===== src/rtl/shadd_stage.sv =====
module shadd_stage #(
  parameter int W      = 26,
  parameter int NCELL  = 4,
  parameter int SH     = 8,
  parameter int LO_W   = 16,
  localparam int SEL_W = $clog2(NCELL)
) (
  input  logic               clk,
  input  logic               rst,
  input  logic [NCELL*W-1:0] cell_acc,
  input  logic [SEL_W-1:0]   cell_sel,
  input  logic               shift_add,
  input  logic               signed_mode,
  input  logic               oe_lo,
  input  logic               oe_hi,
  output logic [W-1:0]       result
);

  logic [W-1:0] acc;
  logic [W-1:0] cur_cell;
  logic [W-1:0] scaled;

  assign cur_cell = cell_acc[cell_sel*W +: W];
  assign scaled   = signed_mode ? W'($signed(acc) >>> SH) : (acc >> SH);

  always_ff @(posedge clk) begin
    if (rst)            acc <= '0;
    else if (shift_add) acc <= cur_cell + scaled;
    else                acc <= cur_cell;
  end

  assign result = {oe_hi ? acc[W-1:LO_W] : '0, oe_lo ? acc[LO_W-1:0] : '0};

  a_r1_reset_clears: assert property (@(posedge clk) rst |=> acc == '0);

  a_r2_load_exact: assert property (@(posedge clk) disable iff (rst)
    !shift_add |=> acc == $past(cur_cell));

  a_r5_sign_fill: assert property (@(posedge clk) disable iff (rst)
    (shift_add && signed_mode && cur_cell == '0 && acc[W-1]) |=> acc[W-1 -: SH] == '1);

  a_r6_zero_fill: assert property (@(posedge clk) disable iff (rst)
    (shift_add && !signed_mode && cur_cell == '0) |=> acc[W-1 -: SH] == '0);

  always_comb begin
    if (!oe_lo) a_r8_lo_off: assert (result[LO_W-1:0] == '0);
    if (!oe_hi) a_r9_hi_off: assert (result[W-1:LO_W] == '0);
  end

endmodule


===== config.mk =====
export PLATFORM = sky130hd
export DESIGN_NAME = shadd_stage
export DESIGN_NICKNAME = d
export VERILOG_FILES = /design/src/rtl/shadd_stage.sv
export SDC_FILE = /design/constraint.sdc
export NUM_CORES = 1
export LEC_CHECK = 0
export BUFFER_PORTS_ARGS = -buffer_cell sky130_fd_sc_hd__clkbuf_2
export CAP_MARGIN = 10
export CORE_AREA = 2 2 81 83
export DETAILED_ROUTE_END_ITERATION = 12
export DIE_AREA = 0 0 83 85
export PLACE_DENSITY = 0.92
export SLEW_MARGIN = 20
export SYNTH_ARGS = -nofsm -noshare
export SYNTH_HDL_FRONTEND = slang
export SYNTH_SLANG_ARGS = --single-unit

===== constraint.sdc =====
create_clock -name clk -period 10.2 [get_ports clk]
set_input_delay 1.02 -clock clk [delete_from_list [all_inputs] [get_ports clk]]
set_output_delay 1.02 -clock clk [all_outputs]
set_load 0.01 [all_outputs]

Yosys cells after proc, flatten, opt, wreduce, memory -nomap -nowiden
Index checks and enable logic that the tools add are counted.

Word-level logic and storage cells: 8. Flip-flop bits (word level): 26.

Muxes and demuxes: 4. Add/subtract/negate cells: 1. Shifts and indexed selects: 1. $mul: 1.

Operators by type and width (count): $shiftx 104x8->26 (1); $mux 26 (2); $add 26x26->26 (1); $mux 16 (1); $mux 10 (1); $mul 2x4->6 const B (1).

Logic depth before layout (Yosys ltp)
Depth in word-level cells: 4. Depth in mapped cells: 12.

Worst setup path before layout
No wires, ideal clock.

Path type: input to register. Start point: in cell_sel[0]. End point: reg acc[22]. Setup slack: 5.877 ns. Data required time: 10.083 ns. Arrival: 4.205 ns. Stages on the path: 12. Path through: clkbuf_8 buf_2 mux4_2 ha_1 fa_1 a21oi_1 o21ai_1 a2111o_1 a31oi_2 nor4_1 or3_1 a32o_1.

Word-level cells in the longest chain between the ends: 4.

Ends and longest elaborated chain: start: declaration (line 11) `input logic [SEL_W-1:0] cell_sel,`; $mul 2x4->6 (*) (line 23) `assign cur_cell = cell_acc[cell_sel*W +: W];`; $shiftx 104x8->26 (*) (line 23); $add 26x26->26 (line 28) `else if (shift_add) acc <= cur_cell + scaled;`; $mux 26 (*) (line 28); end signal: assignment (line 28); end signal: assignment (line 29) `else acc <= cur_cell;`; end: declaration (line 19) `logic [W-1:0] acc;`.

Every way passes the cells marked *; elsewhere a longest branch is shown, timed or not. A chain may end at the register's enable or synchronous reset.

Worst setup path after layout
Ends and elaborated chain as after synthesis.

==> metrics.txt <==
outcome=complete, no violations; clk sinks=26; core area=6200 um^2; Post-synth EDFFs=0; Net Count, Synth=497; antenna violations before repair=0; power density over the cells=129 nW/um^2; Worst EP required=10.38 ns; first-pass GRT wire length=15,800 um; Final TNS setup=0 ns; biggest regs=acc: 26 flops; Setup CP Type=input port to register; Clock Pin Slew Worst Setup and Hold Paths=0.10 ns; static leakage=1.84 nW; die height=85 um; register bit total from synthesis=26; period utilization=0.456; antenna-violating nets left=0; Max Slew Vio Count=0; relative slew slack=0.276; skew final=0.00669 ns; crit-path cells=clkbuf_2 -> mux4_2 -> ha_1 -> fa_1 -> a21oi_1 -> o21ai_1 -> a2111o_1 -> a31oi_2 -> nor4_1 -> or3_1 -> a32o_1; maxcap violations=0; vias in the first global route=3,392; maximum fanout along the worst path=26; Worst Path Arrival=4.83 ns; FMAX=215 MHz; worst skew pair latency=0.28 ns; Final Hold Viols=0; Critical Path Max Stage Delay=0.73 ns; DR iter-0 viols=205; RSZ-0062 raised after global routing=false; Syn. warnings=0; Synth top area share=0.178; placer's final routability congestion estimate=0.947; clock power share=0.179; root buf cell=clkbuf_8; Post-DP Area=3820 um^2; GRT Util Overall=0.273; crit path capture=acc[22]; Crit path depth=11; Num CTS Buffers=3; DR vias/cell=6.18; Main synth FF type=dfxtp_1; Multi-input gate area=2480 um^2; RR Endpoint=acc[22]; pin count of the biggest net entering global routing=27; worst hold-check path type=register to register; critical path's top delay family=compound AO/OA/AOI/OAI gates; design area=3890 um^2; Reg area=520 um^2; DRC=0; Syn Inst Count=359; CTS H-tree depth=1; I/O pin count=138; Worst Hold Margin=0.696 ns; die area=7060 um^2; Congestion Overflow GR=0; Sw Pwr=0.000205 W; area leader, netlist=mux4_2; CTS resizes=0; distinct cell type count after synthesis=61; Int Power=0.000298 W; share of async-settable or async-resettable flops after synthesis=0; mean post-synth cell area=8.82 um^2; Least-Margin Pin Slew=1.08 ns; Routed wire per std cell=17.9 um; Reg2Reg Setup Slack=7.31 ns; number of nets in the final layout=617; Final Core Density=0.627; Die Width=83 um; fin crit period=4.65 ns; Critical R2R Launch=acc[8]; Syn-to-layout area delta=22.8%; Synth top cells by count=28 x nor2_1, 27 x nand2_1, 26 x a21oi_1, 26 x and2_1, 26 x dfxtp_1; Sequential Power Share=0.254; Critical Path Source Type=input port; dominant cells by area after synthesis=mux4_2 18%, dfxtp_1 16%, ha_1 9.9%; port bufs=137; Max rail drop VDD=70.0 uV; via count=3,431; CTS tree=done; Core Rows=29; clk buf depth=2; most common cell in the netlist=nor2_1; max FFs per register=26; logic gate share of total power=0.567; Detailed Place HPWL=8030 um; number of diodes=0; worst setup path start=cell_sel[0]; CP bufs+invs=1; cell area after synthesis=3170 um^2; share of cells above drive strength 1=0.362; slowest CP cell=clkbuf_2; Initial Utilization=0.510; Largest Register=acc; setup violators final=0; Fillers=538; CTS Hold Bufs=0; Sw Ratio=0.408; setup bufs post-CTS=0; TritonRoute pass-1 iters=5; Worst setup EP type=register; Final Routed Wirelength=9950 um; R2R cell count=9; post-synthesis sequential area ratio=0.164
==> worst min-delay path, delay by kind of cell (launching register included) <==
family | cells | cell delay [ns]
adders and majority gates | 1 | 0.14
muxes | 1 | 0.06
DFF | 1 | 0.37
and+or+nand+nor | 1 | 0.09
==> metrics by stage <==
stage | instances | setup slack [ns] | power (W)
after floorplan | 359 | 5.88 | 0.000332
after global placement | 551 | 5.31 | 0.000404
after detailed placement | 551 | 5.19 | 0.000410
after CTS | 555 | 5.48 | 0.000498
after global routing | 555 | 5.27 | 0.000534
final | 555 | 5.55 | 0.000503
==> logic make-up (layout without fill, tap and decap cells) <==
family,Yosys count,after routing,synth area share
AO/OA/AOI/OAI,97,97,0.216
XOR/XNOR,14,14,0.0387
adder cells (fa/ha/maj),26,26,0.105
buffers and inverters,30,149,0.0514
flip-flops,26,26,0.164
multiplexers,33,33,0.208
AND/OR/NAND/NOR,133,133,0.217
==> how the worst min path moves through the flow <==
stage	start	to	depth (start not counted)
after floorplan	acc[8]	acc[0]	3
after global placement	acc[8]	acc[0]	3
after detailed placement	acc[8]	acc[0]	3
after CTS	acc[8]	acc[0]	3
after global routing	acc[8]	acc[0]	3
final	acc[8]	acc[0]	3
==> area by class of cell <==
type                    count  area share
clock inverters             1     0.00772
clock buffers               3      0.0106
repair buffers            137       0.176
multi-input cells         303       0.639
well taps                  77      0.0248
flip-flops and latches     26       0.134
inverters                   8     0.00772
==> cell usage in the layout (no fill, tap or decap), drive strengths merged, types with 7 or more instances in the layout <==
cell type  instances
a211oi             7
a21o               9
a21oi             27
and2              26
clkbuf           140
dfxtp             26
ha                25
inv                8
mux2i              7
mux4              26
nand2             27
nand3              8
nor2              28
nor3              13
o21ai             17
xor2              10
==> power groups by stage <==
stage	Combinational, W	Sequential, W	Clock, W
3_3_place_gp	0.000274	0.000130	0
2_1_floorplan	0.000207	0.000126	0
4_1_cts	0.000281	0.000128	0.0000894
5_1_grt	0.000311	0.000129	0.0000932
3_5_place_dp	0.000280	0.000130	0
6_report	0.000285	0.000128	0.0000899
==> per-layer routing <==
metal	routed length, um	GRT usage	part of all wire	vias up
li1	-	-	-	1610
met1	3790	0.323	0.38	1605
met2	5080	0.495	0.51	179
met3	684	0.0340	0.069	37
met4	398	0.124	0.040	0
met5	0	0	0	-
No activity file was read; power rests on OpenSTA's default activity.
